--- config.mk ---
export PLATFORM = sky130hd
export DESIGN_NAME = cluster_tick_counter
export DESIGN_NICKNAME = d
export VERILOG_FILES = /design/src/rtl/ctc_pkg.sv /design/src/rtl/ctc_halt_gate.sv /design/src/rtl/ctc_counter.sv /design/src/rtl/ctc_cmd_port.sv /design/src/rtl/cluster_tick_counter.sv
export SDC_FILE = /design/constraint.sdc
export NUM_CORES = 1
export LEC_CHECK = 0
export CAP_MARGIN = 20
export CORE_UTILIZATION = 47
export DETAILED_ROUTE_END_ITERATION = 8
export MAX_ROUTING_LAYER = met4
export PLACE_DENSITY = 0.83
export SLEW_MARGIN = 5
export SYNTH_ARGS = -nofsm -noshare
export SYNTH_HDL_FRONTEND = slang
export SYNTH_SLANG_ARGS = --single-unit
--- constraint.sdc ---
create_clock -name clk -period 2.1 [get_ports clk]
set_input_delay 0.315 -clock clk [delete_from_list [all_inputs] [get_ports clk]]
set_output_delay 0.315 -clock clk [all_outputs]
set_load 0.005 [all_outputs]
--- src/rtl/ctc_pkg.sv ---
package ctc_pkg;

    localparam int ADDR_W = 12;

    localparam logic [ADDR_W-1:0] ADDR_CMD   = 12'h600;
    localparam logic [ADDR_W-1:0] ADDR_WDATA = 12'h601;
    localparam logic [ADDR_W-1:0] ADDR_RB    = 12'h602;
    localparam logic [ADDR_W-1:0] ADDR_BUILD = 12'h0D6;

    typedef enum logic [7:0] {
        OP_READ_LO  = 8'h42,
        OP_READ_HI  = 8'h43,
        OP_SET_MASK = 8'h47,
        OP_GET_MASK = 8'h48
    } op_e;

    typedef struct packed {
        logic fire;
        op_e  op;
    } cmd_t;

    function automatic logic [31:0] build_word(input int version, input int cores);
        return {16'h0000, 8'(cores), 8'(version)};
    endfunction

    function automatic logic op_known(input logic [7:0] code);
        return (code == OP_READ_LO) || (code == OP_READ_HI) ||
               (code == OP_SET_MASK) || (code == OP_GET_MASK);
    endfunction

endpackage

--- src/rtl/ctc_halt_gate.sv ---
module ctc_halt_gate #(
    parameter int NUM_CORES = 4
) (
    input  logic                 clk,
    input  logic                 rst,
    input  logic                 set_mask,
    input  logic [NUM_CORES-1:0] new_mask,
    input  logic [NUM_CORES-1:0] core_halted,
    output logic [NUM_CORES-1:0] mask_o,
    output logic                 freeze_o
);

    logic [NUM_CORES-1:0] mask_q;
    logic                 freeze_q;
    logic                 all_sel_halted;

    assign all_sel_halted = (mask_q != '0) && ((core_halted & mask_q) == mask_q);

    always_ff @(posedge clk) begin
        if (rst) begin
            mask_q   <= '0;
            freeze_q <= 1'b0;
        end else begin
            if (set_mask) mask_q <= new_mask;
            freeze_q <= all_sel_halted;
        end
    end

    assign mask_o   = mask_q;
    assign freeze_o = freeze_q;

    AST_MASK_LOAD: assert property (@(posedge clk) disable iff (rst)
        set_mask |=> (mask_q == $past(new_mask)));

    AST_EMPTY_NEVER_FREEZES: assert property (@(posedge clk) disable iff (rst)
        (mask_q == '0) |=> !freeze_q);

    AST_RUNNER_BLOCKS_FREEZE: assert property (@(posedge clk) disable iff (rst)
        ((~core_halted & mask_q) != '0) |=> !freeze_q);

endmodule

--- src/rtl/ctc_counter.sv ---
module ctc_counter #(
    parameter int               CNT_W       = 64,
    parameter logic [CNT_W-1:0] RESET_VALUE = '0
) (
    input  logic             clk,
    input  logic             rst,
    input  logic             freeze,
    output logic [CNT_W-1:0] count
);

    logic [CNT_W-1:0] count_q;

    always_ff @(posedge clk) begin
        if (rst)          count_q <= RESET_VALUE;
        else if (!freeze) count_q <= count_q + 1'b1;
    end

    assign count = count_q;

    AST_FROZEN_HOLDS: assert property (@(posedge clk) disable iff (rst)
        freeze |=> $stable(count_q));

    AST_RUN_STEPS_ONE: assert property (@(posedge clk) disable iff (rst)
        !freeze |=> (count_q == $past(count_q) + 1'b1));

endmodule

--- src/rtl/ctc_cmd_port.sv ---
module ctc_cmd_port #(
    parameter int DATA_W    = 32,
    parameter int NUM_CORES = 4,
    parameter int VERSION   = 3,
    localparam int CNT_W    = 2 * DATA_W
) (
    input  logic                       clk,
    input  logic                       rst,
    input  logic                       aux_wr,
    input  logic [ctc_pkg::ADDR_W-1:0] aux_addr,
    input  logic [DATA_W-1:0]          aux_wdata,
    input  logic [CNT_W-1:0]           count,
    input  logic [NUM_CORES-1:0]       mask,
    output logic                       set_mask,
    output logic [NUM_CORES-1:0]       new_mask,
    output logic [DATA_W-1:0]          aux_rdata
);
    import ctc_pkg::*;

    logic [DATA_W-1:0] wdata_q;
    logic [DATA_W-1:0] rb_q;
    logic [DATA_W-1:0] shadow_q;
    cmd_t              cmd;

    assign cmd.fire = aux_wr && (aux_addr == ADDR_CMD);
    assign cmd.op   = op_e'(aux_wdata[7:0]);

    assign set_mask = cmd.fire && (cmd.op == OP_SET_MASK);
    assign new_mask = wdata_q[NUM_CORES-1:0];

    always_ff @(posedge clk) begin
        if (rst) begin
            wdata_q  <= '0;
            rb_q     <= '0;
            shadow_q <= '0;
        end else begin
            if (aux_wr && (aux_addr == ADDR_WDATA)) wdata_q <= aux_wdata;
            if (cmd.fire) begin
                case (cmd.op)
                    OP_READ_LO: begin
                        rb_q     <= count[DATA_W-1:0];
                        shadow_q <= count[CNT_W-1:DATA_W];
                    end
                    OP_READ_HI:  rb_q <= shadow_q;
                    OP_SET_MASK: rb_q <= rb_q;
                    OP_GET_MASK: rb_q <= DATA_W'(mask);
                    default:     rb_q <= '0;
                endcase
            end
        end
    end

    always_comb begin
        case (aux_addr)
            ADDR_WDATA: aux_rdata = wdata_q;
            ADDR_RB:    aux_rdata = rb_q;
            ADDR_BUILD: aux_rdata = DATA_W'(build_word(VERSION, NUM_CORES));
            default:    aux_rdata = '0;
        endcase
    end

    AST_UNKNOWN_CLEARS_RB: assert property (@(posedge clk) disable iff (rst)
        (cmd.fire && !op_known(aux_wdata[7:0])) |=> (rb_q == '0));

    AST_LO_SNAPSHOT: assert property (@(posedge clk) disable iff (rst)
        (cmd.fire && (aux_wdata[7:0] == 8'h42)) |=> (rb_q == $past(count[DATA_W-1:0])));

    AST_GET_MASK_RB: assert property (@(posedge clk) disable iff (rst)
        (cmd.fire && (aux_wdata[7:0] == 8'h48)) |=> (rb_q == DATA_W'($past(mask))));

    AST_RB_READ_ONLY: assert property (@(posedge clk) disable iff (rst)
        (aux_wr && (aux_addr == ADDR_RB)) |=> $stable(rb_q));

endmodule

--- src/rtl/cluster_tick_counter.sv ---
module cluster_tick_counter #(
    parameter int                   DATA_W      = 32,
    parameter int                   NUM_CORES   = 4,
    parameter int                   VERSION     = 3,
    parameter logic [2*DATA_W-1:0]  RESET_VALUE = '0
) (
    input  logic                       clk,
    input  logic                       rst,
    input  logic                       aux_wr,
    input  logic [ctc_pkg::ADDR_W-1:0] aux_addr,
    input  logic [DATA_W-1:0]          aux_wdata,
    output logic [DATA_W-1:0]          aux_rdata,
    input  logic [NUM_CORES-1:0]       core_halted,
    output logic [2*DATA_W-1:0]        tick_count
);
    localparam int CNT_W = 2 * DATA_W;

    logic                 set_mask;
    logic [NUM_CORES-1:0] new_mask;
    logic [NUM_CORES-1:0] mask;
    logic                 freeze;

    ctc_cmd_port #(
        .DATA_W    (DATA_W),
        .NUM_CORES (NUM_CORES),
        .VERSION   (VERSION)
    ) u_port (
        .clk       (clk),
        .rst       (rst),
        .aux_wr    (aux_wr),
        .aux_addr  (aux_addr),
        .aux_wdata (aux_wdata),
        .count     (tick_count),
        .mask      (mask),
        .set_mask  (set_mask),
        .new_mask  (new_mask),
        .aux_rdata (aux_rdata)
    );

    ctc_halt_gate #(
        .NUM_CORES (NUM_CORES)
    ) u_gate (
        .clk         (clk),
        .rst         (rst),
        .set_mask    (set_mask),
        .new_mask    (new_mask),
        .core_halted (core_halted),
        .mask_o      (mask),
        .freeze_o    (freeze)
    );

    ctc_counter #(
        .CNT_W       (CNT_W),
        .RESET_VALUE (RESET_VALUE)
    ) u_cnt (
        .clk    (clk),
        .rst    (rst),
        .freeze (freeze),
        .count  (tick_count)
    );

    AST_ALL_HALTED_FREEZES: assert property (@(posedge clk) disable iff (rst)
        ((mask != '0) && ((core_halted & mask) == mask)) |=> ##1 $stable(tick_count));

    AST_RESUME_LAG: assert property (@(posedge clk) disable iff (rst)
        $fell(freeze) |-> $stable(tick_count));

endmodule

# [Word level (Yosys, flattened, before mapping)]
# Index checks and enable logic that the tools add are counted.
[classes] add_sub_neg=1 n_eq_ne=9 mux=2 bitwise=2 reduce_logical=7
[op_table] cell="32-bit one-hot mux with 4 select lines" count=1
[op_table] cell="32-bit one-hot mux with 3 select lines" count=1
[op_table] cell="64-bit by 1-bit adder with 64-bit output (second input constant)" count=1
[op_table] cell="12-bit by 11-bit == test with 1-bit output (second input constant)" count=3
[op_table] cell="8-bit by 7-bit == test with 1-bit output (second input constant)" count=4
[op_table] cell="12-bit by 8-bit == test with 1-bit output (second input constant)" count=1
[op_table] cell="4-bit bitwise AND" count=1
[op_table] cell="4-bit == test" count=1
[op_table] cell="1-bit logical AND" count=4
[op_table] cell="2-bit AND reduction" count=2
[op_table] cell="4-bit nonzero test" count=1
[op_table] cell="1-bit NOT" count=1
[totals] reg_bits=165 in_bits=51 word_cells=27

# [Depth between registers and ports, before layout]
# Gate-level depths: netlist of run 1.
[logic_depth] ltp_word=3 mapped_depth=8

# [By module]
# From an unflattened synthesis of run 1, not the netlist that was laid out.
[unflattened] cells_unflattened=963 hier_area_um2=8036.5
[modules_own_cells] mod="ctc_cmd_port" n_inst=1 cells_per_inst=583 area_each_um2=4699.5 seq_area_each_um2=1921.8
[modules_own_cells] mod="ctc_counter" n_inst=1 cells_per_inst=359 area_each_um2=3120.5 seq_area_each_um2=1281.2
[modules_own_cells] mod="ctc_halt_gate" n_inst=1 cells_per_inst=21 area_each_um2=216.5 seq_area_each_um2=100.1

# [Worst setup path after synthesis of run 1]
# OpenSTA, ideal clock, no wires.
[synth_path] path_kind="register to register" startpoint="register u_cnt.count_q[31] (netlist: u_cnt.count[31])" endpoint="register u_cnt.count_q[59] (netlist: u_cnt.count[59])" setup_time_ns=0.070 t_arrival_ns=2.132 required_time_ns=2.030 setup_slack_ns=-0.103 stages_incl_launch_ff=8 n_path_buf=2 path_cell_list="dfxtp_1 -> nand4_4 -> or3_1 -> buf_2 -> or2_1 -> buf_6 -> or4_1 -> a21oi_1"
[synth_via] elab_chain_cells=1
[synth_rtl] item="start, declared" line="ctc_counter.sv:11" rtl="logic [CNT_W-1:0] count_q;"
[synth_rtl] item="start signal, assigned" line="ctc_counter.sv:15" rtl="else if (!freeze) count_q <= count_q + 1'b1;"
[synth_rtl] item="64-bit by 1-bit adder with 64-bit output" line="ctc_counter.sv:15"
# No other way between the ends.
# A chain may end at the register's enable or synchronous reset.

# [Worst setup path after layout of run 1]
[layout_path] startpoint="register u_cnt.count_q[0] (netlist: u_cnt.count[0])" endpoint="register u_cnt.count_q[40] (netlist: u_cnt.count[40])"
# The elaborated chain is that of the path after synthesis.

==> out/results.ini, run 1 <==
[grt]
grt_max_degree = 87
grt_pass1_vias = 6954
antenna_found_initial = 0
overflow = 0
use_met3_pct = 6.75
top_usage_layer = met2
grtUsageMet2_pct = 46.0
grt_use_met1_pct = 36.4
track_usage_pct = 29.2
grt_pass1_wl_mm = 35.7

[synth]
async_flop_share_pct = 0
ys_seq_area_share_pct = 45.2
syn_nets = 900
synth-edff-count = 0
yosysUniqueCellTypes = 44
synth_area_leader_cell = dfxtp_1
ys.flop_type = dfxtp_1
synth_area_leaders = dfxtp_1 (45%), mux2i_1 (8.9%), nand2_1 (6.1%)
avgSynthCellArea_um2 = 8.62
syn_area_mm2 = 0.00731
yosysTopAreaCellShare_pct = 45.2
synthMostInstantiatedCell = dfxtp_1
netlist_top_cells_count = dfxtp_1 (165), nand2_1 (119), nor2_1 (92)
synth_seq_cells = 165
synth.yosys.warnings = 0
synthCells = 848

[die]
start_util_pct = 48.1
die_h_um = 127
num_rows = 45
core_mm2 = 0.0152
dieArea_mm2 = 0.0161
fp.dieW_um = 127
ioPinCount = 147

[sta]
finalSetupViolCount = 0
max_freq_mhz = 484
fin_crit_ns = 2.07
rsz0062_at_grt = yes
worst_hold_slack_ns = 0.185
fin_skew_ns = 0.00750
worst_pin_slew_ns = 0.465
slew_violations = 0
tns_ns = 0
hold_viol_final = 0
period_share_pct = 98.4
max_slew_margin_pct = 68.7

[finish]
final_nets = 1135
layoutNonFillerInstCount = 1282
antenna_cells = 0
drive_above_1_share_pct = 19.2
n_fill_cell = 1135
syn_to_final_growth_pct = 42.4

[route]
wl_mm = 22.9
drt_iter0_markers = 518
ant_nets = 0
wl_per_cell_um = 17.9
post-route-drc-count = 0
viasPerCell = 5.77
first_pass_iters = 5
vias = 7398

[power_and_ir_drop]
peakVddDrop_uv = 604
p_sw_mw = 1.32
p_int_mw = 4.89
swShare_pct = 21.3
power_frac_clock_pct = 45.2
power.leakage_nw = 4.18
p_seq_share_pct = 50.6
totalPowerFinal_mw = 6.20
power_density_mw_per_mm2 = 596
power_frac_comb_pct = 4.2

[clock_tree]
htreeDepth = 4
ctsRootBufferMaster = clkbuf_16
cts_tree = built
cts_buffer_depth = 2
cts_hold_buf = 0
clk_pin_slew_ns = 0.06
insertion_delay_ns = 0.42
cts_made_buffers = 17
cts.sinks = 165

[critical_path]
crit_fanout = 4
crit_path_start_kind = register
end_kind = register
worstPathRequired_ns = 2.46
crit_type = reg2reg
r2r_cells = 6
crit_arrival_ns = 2.42

[place]
dp.cells = 1242
dp_hpwl_mm = 15.8
finalWeightedCongestion = 0.932
portBuffers = 146

[outcome]
outcome = finished, final reports clean

[job]
cap_violations = 0

[worst_hold_path]
hold_depth = 3
min_path_type = in2reg

[path summary, 6_finish.rpt]
path                     startpoint                end  slack, ns
hold reg to reg   u_port.wdata_q[8]  u_port.wdata_q[8]       0.45
setup reg to reg     u_cnt.count[0]    u_cnt.count[40]       0.03
hold / removal         aux_wdata[4]  u_port.wdata_q[4]       0.18
setup / recovery     u_cnt.count[0]    u_cnt.count[40]       0.03
[routing by layer]
| metal | part of all wire (%) | routed length (um) |
|---|---|---|
| met5 | 0 | 0 |
| met4 | 2.7 | 615 |
| met3 | 7.0 | 1610 |
| met2 | 48 | 11000 |
| met1 | 42 | 9720 |
[placed cells by master, fill, tap and decap left out, drive strengths merged, types with 5 or more instances in the layout]
cell,instances
mux2i,65
clkdlybuf4s50,96
inv,13
o21ai,43
and3,5
nor3,10
a22o,29
xnor2,25
o31ai,7
nor4,23
nand2,119
clkinv,5
xor2,17
and2,7
and4,11
dlygate4sd2,19
nand4,28
buf,132
clkbuf,33
nor2,92
or4,11
nand3,29
or3,13
dfxtp,165
clkdlybuf4s15,6
a21oi,54
[metrics by stage]
| stage | setup WS [ns] | util, % | cell area [um^2] |
|---|---|---|---|
| 2_1_floorplan | -0.00538 | - | 7360 |
| 3_3_place_gp | -0.549 | 64.0 | 9740 |
| 3_5_place_dp | -0.556 | 64.0 | 9740 |
| 4_1_cts | -0.0494 | 68.2 | 10400 |
| 5_1_grt | -0.0406 | 68.5 | 10400 |
| 6_report | 0.0337 | 68.5 | 10400 |
[state kept, by name, summed over array words and instances, names as in the netlist]
| name | flops |
|---|---|
| u_port.shadow_q | 32 |
| u_port.wdata_q | 32 |
| u_port.rb_q | 32 |
| u_gate.freeze_o | 1 |
| u_gate.mask_o | 4 |
| u_cnt.count | 64 |
[kinds of logic (layout without fill, tap and decap cells)]
group                    count (synthesis)  count (layout)  synth area share (%)
adder cells (fa/ha/maj)                  1               1                 0.171
XOR/XNOR                                42              42                  5.03
multiplexers                            69              69                  9.52
AO/OA/AOI/OAI                          146             146                  12.3
flip-flops                             165             165                  45.2
buffers and inverters                   62             308                  3.37
AND/OR/NAND/NOR                        363             363                  24.4
[power by group through the flow]
stage | clock network, mW | logic (mW) | registers [mW]
floorplan | 0 | 0.0919 | 3.21
global placement | 0 | 0.242 | 3.21
detailed placement | 0 | 0.244 | 3.21
CTS | 2.82 | 0.250 | 3.14
global route | 2.96 | 0.274 | 3.14
finish | 2.81 | 0.260 | 3.14
[critical path, cell delays in order, from the launching register on]
cell and delay (ns):
dfxtp_2 0.32, ha_1 0.16, and4b_2 0.29, nand2_2 0.09
or4_4 0.49, or4_4 0.53, a21oi_2 0.13
[timing repair]
action	4_1_cts	5_1_grt
cloned	3	1
endpoints found under the setup margin	48	77
resized for setup	101	62
pin swaps	8	9
buffers inserted	8	3
[area by class of cell]
class                   count  area (um^2)  area share (%)
well taps                 188          235            2.26
clock buffers              25          495            4.76
inverters                  13         48.8           0.469
clock inverters             5         25.0           0.240
flip-flops and latches    165         3310            31.8
repair buffers            265         2410            23.1
multi-input cells         621         3890            37.3
Note: power is estimated with default switching activity, not from simulation.
==> run 2, diff against run 1 <==
- SKIP_CTS_REPAIR_TIMING: unset -> 1
==> out/results.ini, run 2 (synthesized netlist as in run 1, its figures left out) <==
[die]
fp.dieW_um = 127  ; unchanged
core_mm2 = 0.0152  ; unchanged
num_rows = 45  ; unchanged
ioPinCount = 147  ; unchanged
start_util_pct = 48.1  ; unchanged
die_h_um = 127  ; unchanged
dieArea_mm2 = 0.0161  ; unchanged

[grt]
track_usage_pct = 28.0  ; -1.2 points
overflow = 0  ; unchanged
grt_max_degree = 87  ; unchanged
grt_pass1_vias = 6759  ; -2.8%
antenna_found_initial = 0  ; unchanged
grt_pass1_wl_mm = 34.4  ; -3.7%

[finish]
final_nets = 1146  ; +0.97%
final_common_cell = dfxtp_1
multiInputGateArea_mm2 = 0.00389  ; +0.13%
final_cell_mix = dfxtp_1 (158), nand2_1 (118), buf_4 (110)
antenna_cells = 0  ; unchanged
largest_reg_flops = 64  ; unchanged
drive_above_1_share_pct = 19.6  ; +0.44 points
regArea_mm2 = 0.00331  ; unchanged
stdcell_area_mm2 = 0.0107  ; +2.4%
syn_to_final_growth_pct = 45.8
n_fill_cell = 1077  ; -5.1%

[worst_hold_path]
min_path_type = in2reg
hold_end = u_port.wdata_q[4]
min_from = aux_wdata[4]
hold_depth = 3  ; unchanged

[critical_path]
crit_type = in2out
crit_path_start_kind = input pin
end_kind = output pin
r2r_end = u_cnt.count[40]
worstPathRequired_ns = 1.78  ; -0.68 ns
ff2ff_setup_slack_ns = 0.04  ; about the same
crit_fanout = 5  ; +1
crit_arrival_ns = 1.93  ; -0.49 ns
r2r_start = u_cnt.count[0]
r2r_cells = 6  ; unchanged

[sta]
slew_violations = 0  ; unchanged
hold_viol_final = 0  ; unchanged
setup_slack_ns = -0.147  ; -0.181 ns
fin_skew_ns = 0.00867  ; +0.00117 ns
fin_crit_ns = 2.25  ; +0.181 ns
max_freq_mhz = 445  ; -8.0%
max_slew_margin_pct = 68.6  ; -0.14 points
finalSetupViolCount = 18  ; +18
period_share_pct = 107  ; +8.6 points
worst_hold_slack_ns = 0.189  ; +0.00421 ns
worst_pin_slew_ns = 0.467  ; +0.00210 ns
tns_ns = -1.64  ; -1.64 ns
rsz0062_at_grt = yes

[route]
viasPerCell = 5.82  ; +0.90%
wl_per_cell_um = 18.4  ; +2.8%
ant_nets = 0  ; unchanged
drt_iter0_markers = 613  ; +18%
vias = 7529  ; +1.8%
first_pass_iters = 5  ; unchanged
post-route-drc-count = 0  ; unchanged
wl_mm = 23.8  ; +3.7%

[power_and_ir_drop]
p_int_mw = 4.89  ; +0.12%
power_density_mw_per_mm2 = 582  ; -2.3%
power.leakage_nw = 4.60  ; +10%
swShare_pct = 21.2  ; -0.073 points
p_sw_mw = 1.31  ; -0.32%
peakVddDrop_uv = 597  ; -1.1%
p_seq_share_pct = 50.6  ; about the same
power_frac_clock_pct = 45.1  ; about the same
power_frac_comb_pct = 4.3  ; about the same

[clock_tree]
ctsRootBufferMaster = clkbuf_16
insertion_delay_ns = 0.42  ; about the same
cts.sinks = 165  ; unchanged
htreeDepth = 4  ; unchanged
clk_pin_slew_ns = 0.06  ; about the same
cts_tree = built
cts_made_buffers = 17  ; unchanged
cts_buffer_depth = 2  ; unchanged

[place]
dp_hpwl_mm = 15.8  ; unchanged
portBuffers = 146  ; unchanged
dpl-instance-area_mm2 = 0.00974  ; unchanged
finalWeightedCongestion = 0.932  ; unchanged

[outcome]
outcome = complete, but fails checks
violations = setup timing

[job]
cap_violations = 0  ; unchanged

==> run 2: changes by cell type in the layout (fill, tap and decap cells not counted), moves of 6 or more <==
cell             previous run  this run
o21ai_1                    12         2
clkdlybuf4s15_1             6         0
o21ai_0                    29        40
dlygate4sd2_1              19         0
dlymetal6s2s_1              4        32
buf_2                      12         4
==> run 2: per-stage QoR <==
stage                     std cells  util, %  total power [mW]  worst slack, ns
after floorplan                 848        -              3.30         -0.00538
after detailed placement       1242     64.0              3.45           -0.556
after global placement         1242     64.0              3.45           -0.549
final                          1293     70.1              6.21           -0.147
after CTS                      1272     67.5              6.20           -0.559
after global routing           1293     70.1              6.39           -0.197
==> run 2: area by class of cell <==
cell class	instances	share of cell area, %
multi-input combinational	621	36.5
sequential	165	31.1
timing repair buffer	276	24.9
clock buffer	25	4.65
tap	188	2.21
inverter	13	0.458
clock inverter	5	0.235
==> run 2: critical path, stage by stage <==
cell and delay (ns):
buf_6 0.10, nor4_4 0.25, buf_4 0.15, nand3b_1 0.15, nor2_4 0.28, buf_6 0.14
clkbuf_16 0.11, buf_6 0.10, buf_6 0.10, a22o_1 0.12, buf_2 0.11
==> run 2: how the worst max path moves through the flow <==
stage | startpoint | endpoint | cells after the start
global route | aux_addr[5] | aux_rdata[3] | 11
floorplan | u_cnt.count[31] | u_cnt.count[59] | 7
detailed placement | aux_addr[8] | aux_rdata[7] | 8
global placement | aux_addr[8] | aux_rdata[1] | 8
finish | aux_addr[5] | aux_rdata[3] | 11
CTS | aux_addr[8] | aux_rdata[7] | 8
==> run 2: layer usage <==
metal | share of wire, % | up-vias | GRT usage (%)
li1 | - | 3512 | -
met1 | 42 | 3614 | 35.8
met2 | 48 | 344 | 42.9
met3 | 7.2 | 59 | 6.20
met4 | 3.2 | 0 | 11.4
met5 | 0 | - | -
==> run 2: power groups by stage <==
stage	sequential [mW]	combinational (mW)	clock, mW
5_1_grt	3.14	0.280	2.97
4_1_cts	3.14	0.246	2.82
3_5_place_dp	3.21	0.244	0
2_1_floorplan	3.21	0.0919	0
6_report	3.14	0.266	2.80
3_3_place_gp	3.21	0.242	0
